### src/rtl/kclk_pkg.sv
package kclk_pkg;
   localparam int unsigned DATA_W   = 32;
   localparam int unsigned KEY_LSB  = 24;
   localparam logic [7:0]  KEY_VAL  = 8'h5A;
   localparam int unsigned EN_BIT   = 4;
   localparam int unsigned BUSY_BIT = 7;

   typedef enum logic [1:0] {
      SEL_NONE = 2'd0,
      SEL_CTRL = 2'd1,
      SEL_DIV  = 2'd2
   } reg_sel_e;
endpackage

### src/rtl/kclk_regs.sv
module kclk_regs
   import kclk_pkg::*;
#(
   parameter int unsigned ADDR_W   = 3,
   parameter int unsigned SRC_W    = 4,
   parameter int unsigned DIV_W    = 12,
   parameter int unsigned DIV_LSB  = 12,
   parameter int unsigned CTRL_OFF = 0,
   parameter int unsigned DIV_OFF  = 4
) (
   input  logic              clk,
   input  logic              rst_n,
   input  logic              wr,
   input  logic [ADDR_W-1:0] addr,
   input  logic [DATA_W-1:0] wdata,
   input  logic              running,
   output logic [SRC_W-1:0]  src_q,
   output logic              en_q,
   output logic [DIV_W-1:0]  div_q,
   output logic [DATA_W-1:0] rdata
);
   localparam int unsigned DIV_MSB = DIV_LSB + DIV_W - 1;

   generate
      if (SRC_W > EN_BIT) begin : g_bad_src
         $error("source select overlaps enable bit");
      end
      if (DIV_MSB >= KEY_LSB) begin : g_bad_div
         $error("divisor field overlaps key byte");
      end
   endgenerate

   reg_sel_e sel;
   logic     key_ok;

   always_comb begin
      if (addr == ADDR_W'(CTRL_OFF))     sel = SEL_CTRL;
      else if (addr == ADDR_W'(DIV_OFF)) sel = SEL_DIV;
      else                               sel = SEL_NONE;
   end

   assign key_ok = (wdata[DATA_W-1:KEY_LSB] == KEY_VAL);

   always_ff @(posedge clk or negedge rst_n) begin
      if (!rst_n) begin
         src_q <= '0;
         en_q  <= 1'b0;
         div_q <= '0;
      end else if (wr && key_ok) begin
         if (sel == SEL_CTRL) begin
            en_q <= wdata[EN_BIT];
            if (!running) src_q <= wdata[SRC_W-1:0];
         end
         if (sel == SEL_DIV && !running) div_q <= wdata[DIV_MSB:DIV_LSB];
      end
   end

   always_comb begin
      rdata = '0;
      case (sel)
         SEL_CTRL: begin
            rdata[SRC_W-1:0] = src_q;
            rdata[EN_BIT]    = en_q;
            rdata[BUSY_BIT]  = running;
         end
         SEL_DIV:  rdata[DIV_MSB:DIV_LSB] = div_q;
         default:  rdata = '0;
      endcase
   end
endmodule

### src/rtl/kclk_core.sv
module kclk_core #(
   parameter int unsigned SRC_W   = 4,
   parameter int unsigned DIV_W   = 12,
   parameter int unsigned SRC_OK  = 6,
   parameter int unsigned MIN_DIV = 4
) (
   input  logic             clk,
   input  logic             rst_n,
   input  logic             en,
   input  logic [SRC_W-1:0] src,
   input  logic [DIV_W-1:0] div,
   output logic             running,
   output logic             tick
);
   generate
      if (MIN_DIV < 2) begin : g_bad_min
         $error("minimum divisor must be at least 2");
      end
   endgenerate

   logic [DIV_W-1:0] cnt;
   logic             start_ok;
   logic             last;

   assign start_ok = en && (src == SRC_W'(SRC_OK)) && (div >= DIV_W'(MIN_DIV));
   assign last     = running && (cnt == div - DIV_W'(1));
   assign tick     = last;

   always_ff @(posedge clk or negedge rst_n) begin
      if (!rst_n) begin
         running <= 1'b0;
         cnt     <= '0;
      end else if (!running) begin
         cnt <= '0;
         if (start_ok) running <= 1'b1;
      end else if (last) begin
         cnt <= '0;
         if (!en) running <= 1'b0;
      end else begin
         cnt <= cnt + DIV_W'(1);
      end
   end
endmodule

### src/rtl/kclk_div.sv
module kclk_div #(
   parameter int unsigned ADDR_W  = 3,
   parameter int unsigned SRC_W   = 4,
   parameter int unsigned DIV_W   = 12,
   parameter int unsigned DIV_LSB = 12,
   parameter int unsigned SRC_OK  = 6,
   parameter int unsigned MIN_DIV = 4
) (
   input  logic              clk,
   input  logic              rst_n,
   input  logic              bus_wr,
   input  logic [ADDR_W-1:0] bus_addr,
   input  logic [31:0]       bus_wdata,
   output logic [31:0]       bus_rdata,
   output logic              clk_en,
   output logic              busy
);
   logic [SRC_W-1:0] src_q;
   logic             en_q;
   logic [DIV_W-1:0] div_q;

   kclk_regs #(
      .ADDR_W(ADDR_W), .SRC_W(SRC_W), .DIV_W(DIV_W), .DIV_LSB(DIV_LSB),
      .CTRL_OFF(0), .DIV_OFF(4)
   ) u_regs (
      .clk(clk), .rst_n(rst_n), .wr(bus_wr), .addr(bus_addr),
      .wdata(bus_wdata), .running(busy), .src_q(src_q), .en_q(en_q),
      .div_q(div_q), .rdata(bus_rdata)
   );

   kclk_core #(
      .SRC_W(SRC_W), .DIV_W(DIV_W), .SRC_OK(SRC_OK), .MIN_DIV(MIN_DIV)
   ) u_core (
      .clk(clk), .rst_n(rst_n), .en(en_q), .src(src_q), .div(div_q),
      .running(busy), .tick(clk_en)
   );
endmodule

### config.mk
export PLATFORM = sky130hd
export DESIGN_NAME = kclk_div
export DESIGN_NICKNAME = d
export VERILOG_FILES = /design/src/rtl/kclk_pkg.sv /design/src/rtl/kclk_regs.sv /design/src/rtl/kclk_core.sv /design/src/rtl/kclk_div.sv
export SDC_FILE = /design/constraint.sdc
export NUM_CORES = 1
export LEC_CHECK = 0
export ABC_AREA = 1
export BUFFER_PORTS_ARGS = -buffer_cell sky130_fd_sc_hd__buf_2
export CORE_MARGIN = 2
export CORE_UTILIZATION = 35
export DETAILED_ROUTE_END_ITERATION = 10
export SLEW_MARGIN = 0
export SYNTH_ARGS = -nofsm -noshare
export SYNTH_HDL_FRONTEND = slang
export SYNTH_HIERARCHICAL = 1
export SYNTH_SLANG_ARGS = --single-unit
export TNS_END_PERCENT = 10
### constraint.sdc
create_clock -name clk -period 1.7 [get_ports clk]
set_input_delay 0.17 -clock clk [delete_from_list [all_inputs] [get_ports clk]]
set_output_delay 0.17 -clock clk [all_outputs]
set_load 0.02 [all_outputs]
; ---- Yosys cells after proc, flatten, opt, wreduce, memory -nomap -nowiden
; Cells that the tools add are included.
[word_totals]
regBits = 30
wordCells = 36
[classes]
n_addsub = 2
n_lt_le_gt_ge = 1
eq_ne = 6
n_mux = 11
bitwise = 1
n_reduce_logical = 10
[ops]
columns = op, count
row1 = $mux 12, 3
row2 = $add 12x1->12 const B, 1
row3 = $eq 12x12->1, 1
row4 = $ge 12x3->1 const B, 1
row5 = $sub 12x1->12 const B, 1
row6 = $eq 8x7->1 const B, 1
row7 = $logic_and 1x1->1, 5
row8 = $mux 1, 5
row9 = $mux 5, 1
row10 = $eq 4x3->1 const B, 1
row11 = $mux 2, 2
row12 = $reduce_and 2->1, 2
row13 = $eq 3x3->1 const B, 1
row14 = $logic_not 3->1, 1
row15 = $reduce_and 3->1, 1
row16 = $eq 2x1->1 const B, 1
row17 = $eq 2x2->1 const B, 1
row18 = $logic_not 1->1, 1
row19 = $not 1->1, 1

; ---- Logic depth before layout (Yosys ltp)
; Gate-level depths: netlist of run 1.
[logic_depth]
ltp_word = 6
depth_mapped = 15
mapped_depth_nobuf = 15

; ---- Cells and area by module
; The synthesis of run 1 kept the hierarchy.
[by_module_without_submodules]
columns = mod, instances, cells_per_inst, area_per_inst_um2, seq_area_each_um2
row1 = kclk_core, 1, 230, 1426.4, 325.3
row2 = kclk_regs, 1, 149, 1091.0, 425.4

; ---- Worst setup path before layout of run 1
; OpenSTA, ideal clock, no wires.
[synth_timing]
kind = flip-flop to output port
start = register u_regs.div_q[0]
end = output clk_en
t_arrival_ps = 1566
required_time_ps = 1530
path_slack_ps = -36
path_stages_with_launch = 14
n_path_buf = 0
path_cell_list = dfrtp_1 -> inv_2 -> ha_1 -> inv_1 -> nand2_1 -> nand2_1 -> nand2_1 -> nand2_1 -> inv_1 -> nand2_1 -> nor2_1 -> nand2_1 -> nor2_1 -> and3_1
[synth_between]
elab_chain_cells = 3
[synth_lines]
columns = item, line
row1 = start: declaration, kclk_regs.sv:19  ; output logic [DIV_W-1:0] div_q,
row2 = start signal: assignment, kclk_regs.sv:54  ; if (sel == SEL_DIV && !running) div_q <= wdata[DIV_MSB:DIV_LSB];
row3 = $sub 12x1->12, kclk_core.sv:26  ; assign last = running && (cnt == div - DIV_W'(1));
row4 = $eq 12x12->1, kclk_core.sv:26
row5 = $logic_and 1x1->1, kclk_core.sv:26
row6 = end: declaration, kclk_div.sv:15  ; output logic clk_en,
; Every way passes these cells.

; ---- Worst setup path after layout of run 1
; Ends and elaborated chain as after synthesis.

==> results of run 1 <==
==> cells in the final DEF (no fill, tap or decap), drive strengths merged, types with 6 or more instances in the layout <==
master | synthesis | layout
nand3 | 22 | 22
conb | 1 | 14
inv | 67 | 67
dfrtp | 30 | 30
nand4 | 20 | 20
buf | 19 | 83
xnor2 | 6 | 6
nor2 | 65 | 65
xor2 | 9 | 9
nand2 | 119 | 119
==> sequential cells by signal (all words and copies together), names as in the netlist <==
register	count
u_regs/en_q	1
u_core/running	1
u_regs/div_q	12
u_core/cnt	12
u_regs/src_q	4
==> final timing paths <==
path | start | to | depth (start not counted)
max in group asynchronous | rst_n | u_core/cnt[1] | 2
min reg2reg | u_core/cnt[0] | u_core/cnt[0] | 1
min in group asynchronous | rst_n | u_regs/div_q[3] | 2
max | u_regs/div_q[0] | clk_en | 14
max reg2reg | u_regs/div_q[0] | u_core/cnt[11] | 10
min | bus_wdata[4] | u_regs/en_q | 3
==> critical path, delay by kind of cell, from the launching register on <==
family	cells	cell delay (ns)
DFF	1	0.39
adders and majority gates	1	0.16
and+or+nand+nor	9	0.81
buffers and inverters	4	0.28
==> stage by stage <==
stage,instances,total power [mW]
after detailed placement,549,0.9259
after floorplan,392,0.8686
after CTS,558,1.656
after global routing,559,1.716
final,559,1.636
after global placement,549,0.9238
==> logic make-up (layout without fill, tap and decap cells) <==
logic type | after synthesis | after routing | synth area share
other | 1 | 14 | 0.001490
XOR/XNOR | 15 | 15 | 0.05517
flip-flops | 30 | 30 | 0.2982
buffers and inverters | 88 | 159 | 0.1590
AND/OR/NAND/NOR | 236 | 236 | 0.4553
AO/OA/AOI/OAI | 7 | 7 | 0.02087
adder cells (fa/ha/maj) | 2 | 2 | 0.009939
==> metal layers <==
layer / GRT usage / vias to the layer above / share of wire
met3: 0.03451 / 7 / 0.055
met2: 0.2978 / 58 / 0.48
met5: 0 / - / 0
li1: - / 1289 / -
met1: 0.2294 / 1140 / 0.45
met4: 0.05785 / 0 / 0.014
==> where the power goes <==
group | internal, mW | switching, mW | total (mW)
clock | 0.431 | 0.285 | 0.716
sequential | 0.717 | 0.00411 | 0.721
combinational | 0.0683 | 0.130 | 0.198
total | 1.22 | 0.419 | 1.64
==> timing repair <==
item | CTS | global route
resized for setup | 8 | 13
hold endpoints to repair | 30 | 0
pin swaps | 3 | 12
endpoints found under the setup margin | 13 | 14
hold buffers | 1 | 0
gates cloned | 0 | 0
buffers inserted | 0 | 1
==> cell type report <==
class / instances / area [µm²] / area share
Timing Repair Buffer: 84 / 514.2 / 0.1597
Clock inverter: 3 / 40.04 / 0.01244
Sequential cell: 30 / 757.0 / 0.2351
Multi-Input combinational cell: 274 / 1468 / 0.4559
Clock buffer: 5 / 68.82 / 0.02138
Tap cell: 96 / 120.1 / 0.03731
Inverter: 67 / 251.5 / 0.07812
==> impl_metrics.ini, run 1 <==
[outcome]
status = finished, violations left
violations = negative setup slack

[global_routing]
antenna_found_initial = 0
grt_pass1_vias = 2410
grt_pass1_wl_mm = 10.90
grt_usage = 0.1776
grt_max_degree = 31
overflow = 0

[sta]
fin_tns_setup_ns = -0.5302
finalWorstSetupSlack_ns = -0.3951
rsz0062_at_grt = yes
slew_headroom = 0.5273
fin_hold_ws_ns = 0.1103
fin_crit_sh = 1.232
fmax_mhz = 477.3
setup-violations-final = 9
hold_viol_final = 0
maxSlewViolCount = 0
skew_ns = 0.003695
worst_slew_pin_slew_ns = 0.7090
fin_crit_ns = 2.095

[worst_setup_path]
required_ns = 1.53
critPathLaunchType = register
path_cells = inv_2, ha_4, inv_2, nand2_2, nand2_1, nand2_1, nand2_1, inv_1, nand2_1, nor2_2, nand2_1, nor2_2, and3_4, buf_6
max_stage_delay_ns = 0.39
ff2ff_setup_slack_ns = -0.04
cp_common_cell = nand2_1
cp-end-kind = output pin
cp_data_arrival_time_ns = 1.93
worst_path_max_delay_cell = dfrtp_1
worstPathMaxFanout = 4
worstSetupPathType = reg -> out

[power]
p_leak_nw = 1.730
powerDensity_mw_per_mm2 = 508.0
irDropWorstVdd_mv = 0.3179

[placement]
pre_cts_ws_ns = -0.1571
finalWeightedCongestion = 0.8530
place_area_mm2 = 0.003032
dpl.hpwl_mm = 4.898
numPortBuffers = 50

[yosys]
ys_types = 34
synth_seq_area_share = 0.2982
yosysTopAreaCellShare = 0.2982
syn_avg_cell_area_um2 = 6.642
synthTopCellsByCount = nand2_1 (111), inv_1 (65), nor2_1 (45)
synth-warning-count = 6
yosysMostFrequentCell = nand2_1
synth_edf_count = 0
yosys-top-cells-area = dfrtp_1 (30%), nand2_1 (17%), inv_1 (9.7%), nor2_1 (6.7%), nand4_1 (5.0%)
synth_area_mm2 = 0.002517
synth_top_area_cell = dfrtp_1
async_reset_ff_frac = 1.000
syn_inst = 379
ys.flop_type = dfrtp_1
ys_seq_elements = 30

[run]
max_cap_viol_count = 0

[clock_network]
insertion_delay_ns = 0.29
clk_pin_slew_ns = 0.07
cts_buffers = 5
htree_levels = 2
cts.path.max_buffers = 2
cts_root_buf = clkbuf_8
cts_tree = yes
cts_num_sinks = 30

[routing]
avgRoutedWirePerCell_um = 10.96
first_pass_iters = 4
via_per_inst = 4.462
ant_nets = 0
drc = 0
routed_wl_mm = 6.128
drt_iter0_drc = 121
vias = 2494

[floorplanning]
die_h_um = 88.81
start_util = 0.3665
die_w_um = 88.81
core_mm2 = 0.006869
rows = 30
die_area_mm2 = 0.007887
ioPinCount = 72

[worst_hold_path]
hold_path.class = in -> reg

[finish]
drive_above_1_share = 0.3218
area_delta_synth_final_pct = 27.88
fill_cells = 751
final_area_mm2 = 0.003219
diodes = 0
finish.utilization = 0.4687
finalNetCount = 502
No activity file was read; power rests on OpenSTA's default activity.
==> inputs of run 2 (changes only) <==
--- a/config.mk
+++ b/config.mk
@@ -7,6 +7,8 @@
 export LEC_CHECK = 0
 export ABC_AREA = 1
 export BUFFER_PORTS_ARGS = -buffer_cell sky130_fd_sc_hd__buf_2
+export CAP_MARGIN = 20
+export CORE_ASPECT_RATIO = 1.75
 export CORE_MARGIN = 2
 export CORE_UTILIZATION = 35
 export DETAILED_ROUTE_END_ITERATION = 10
==> impl_metrics.ini, run 2 (synthesis results as in run 1) <==
[routing]
drc = 0
routed_wl_mm = 6.805
via_per_inst = 4.707
drt_iter0_drc = 60
first_pass_iters = 4
vias = 2598
ant_nets = 0
avgRoutedWirePerCell_um = 12.33

[worst_setup_path]
worstSetupPathType = reg -> out
max_stage_delay_ns = 0.42
critPathLaunchType = register
path_cells = inv_2, ha_4, inv_2, nand2_2, nand2_1, nand2_1, nand2_1, inv_1, nand2_1, nor2_1, nand2_1, nor2_2, and3_4, buf_6
cp_data_arrival_time_ns = 1.89
cp_common_cell = nand2_1
worstPathMaxFanout = 4
worst_path_max_delay_cell = dfrtp_1
required_ns = 1.53
cp-end-kind = output pin

[global_routing]
met1_usage = 0.1835
grt_pass1_vias = 2594
grt_pass1_wl_mm = 11.40
antenna_found_initial = 0
use_met3 = 0.02505
overflow = 0
grt_usage = 0.1938
top_usage_layer = met2
use_met2 = 0.3670
grt_max_degree = 31

[placement]
numPortBuffers = 50
dpl.hpwl_mm = 5.551
finalWeightedCongestion = 0.9348

[sta]
setup-violations-final = 14
hold_viol_final = 0
fin_crit_ns = 2.058
skew_ns = 0.003263
fmax_mhz = 486.0
fin_crit_sh = 1.210
worst_slew_pin_slew_ns = 0.6851
fin_tns_setup_ns = -0.6621
maxSlewViolCount = 0
finalWorstSetupSlack_ns = -0.3576
slew_headroom = 0.5433
rsz0062_at_grt = yes

[power]
p_clk_frac = 0.486
p_sw_frac = 0.2423
p_int_mw = 1.369
powerDensity_mw_per_mm2 = 549.6
irDropWorstVdd_mv = 0.4801
p_sw_mw = 0.4379
p_leak_nw = 1.784
seqPwrFrac = 0.401
p_comb_frac = 0.113

[finish]
finalNetCount = 507
drive_above_1_share = 0.3312
layout_common_cells = nand2_1 (109), inv_1 (62), buf_2 (49), buf_4 (38), nor2_1 (37)
finish.utilization = 0.4761
layout_commonest_cell = nand2_1
multi_input_area_mm2 = 0.001478
largestRegisters = u_core/cnt: 12 flops, u_regs/div_q: 12 flops, u_regs/src_q: 4 flops
fill_cells = 711
regArea_um2 = 754.5
area_delta_synth_final_pct = 30.62
diodes = 0

[outcome]
status = finished, violations left
violations = negative setup slack

[floorplanning]
die_h_um = 116.2
ioPinCount = 72
die_area_mm2 = 0.007914
die_w_um = 68.11
start_util = 0.3645
rows = 40
core_mm2 = 0.006907

[clock_network]
clk_pin_slew_ns = 0.05
cts.path.max_buffers = 2
cts_buffers = 5
insertion_delay_ns = 0.27
cts_root_buf = clkbuf_16
cts_tree = yes
htree_levels = 2
cts_num_sinks = 30

[run]
max_cap_viol_count = 0

[worst_hold_path]
hold_path.class = in -> reg
run 2: cell types whose count changed in the layout (fill, tap and decap cells not counted), sizes merged:
cell	delta
clkbuf	+2
bufinv	-1
clkinv	-1
buf	+5
run 2: critical path: cells and delay by family, from the launching register on:
kind / cells / cell delay (ns)
adder cells (fa/ha/maj): 1 / 0.16
buffers and inverters: 4 / 0.28
flip-flops: 1 / 0.42
AND/OR/NAND/NOR: 9 / 0.75
run 2: stage by stage:
stage	setup WS [ns]	instance area [µm²]	hold slack, ns	total power, mW	cells
final	-0.3576	3288	0.1295	1.807	552
after global routing	-0.5194	3288	0.1603	1.871	552
after global placement	-0.1368	3054	0.2416	0.9294	542
after detailed placement	-0.1791	3054	0.2499	0.9332	542
after floorplan	0.01270	2570	-0.1256	0.8686	392
after CTS	-0.4099	3271	0.1257	1.826	552
run 2: worst paths after layout:
check / from / to / slack (ns) / cells past startpoint
worst max-delay path: u_regs/div_q[1] / clk_en / -0.36 / 14
worst min-delay path: bus_wdata[4] / u_regs/en_q / 0.13 / 3
worst max register to register: u_regs/div_q[1] / u_core/cnt[11] / -0.06 / 11
worst min register to register: u_core/cnt[0] / u_core/cnt[0] / 0.48 / 1
max in group asynchronous: rst_n / u_regs/div_q[5] / 0.72 / 2
min in group asynchronous: rst_n / u_regs/div_q[10] / 0.50 / 2
run 2: layout make-up:
class | count | area share
tap | 84 | 0.03196
clock inverter | 1 | 0.001522
multi-input combinational | 274 | 0.4494
sequential | 30 | 0.2295
clock buffer | 7 | 0.04338
timing repair buffer | 89 | 0.1678
inverter | 67 | 0.07648
run 2: what timing repair did:
item | CTS | global route
endpoints found under the hold margin | 30 | 0
setup endpoints to repair | 14 | 14
pin swaps | 4 | 3
gates resized for setup | 16 | 8
hold buffers | 1 | 0
buffers inserted | 1 | 0
run 2: power groups by stage:
stage / logic (mW) / clock network, mW / registers (mW)
finish: 0.204 / 0.879 / 0.724
global route: 0.232 / 0.915 / 0.724
CTS: 0.204 / 0.898 / 0.724
detailed placement: 0.198 / 0 / 0.735
global placement: 0.195 / 0 / 0.735
floorplan: 0.134 / 0 / 0.734
run 2: metal layers:
layer | up-vias | share of wire
met1 | 1177 | 0.34
li1 | 1307 | -
met3 | 26 | 0.040
met4 | 0 | 0.056
met5 | - | 0
met2 | 88 | 0.57
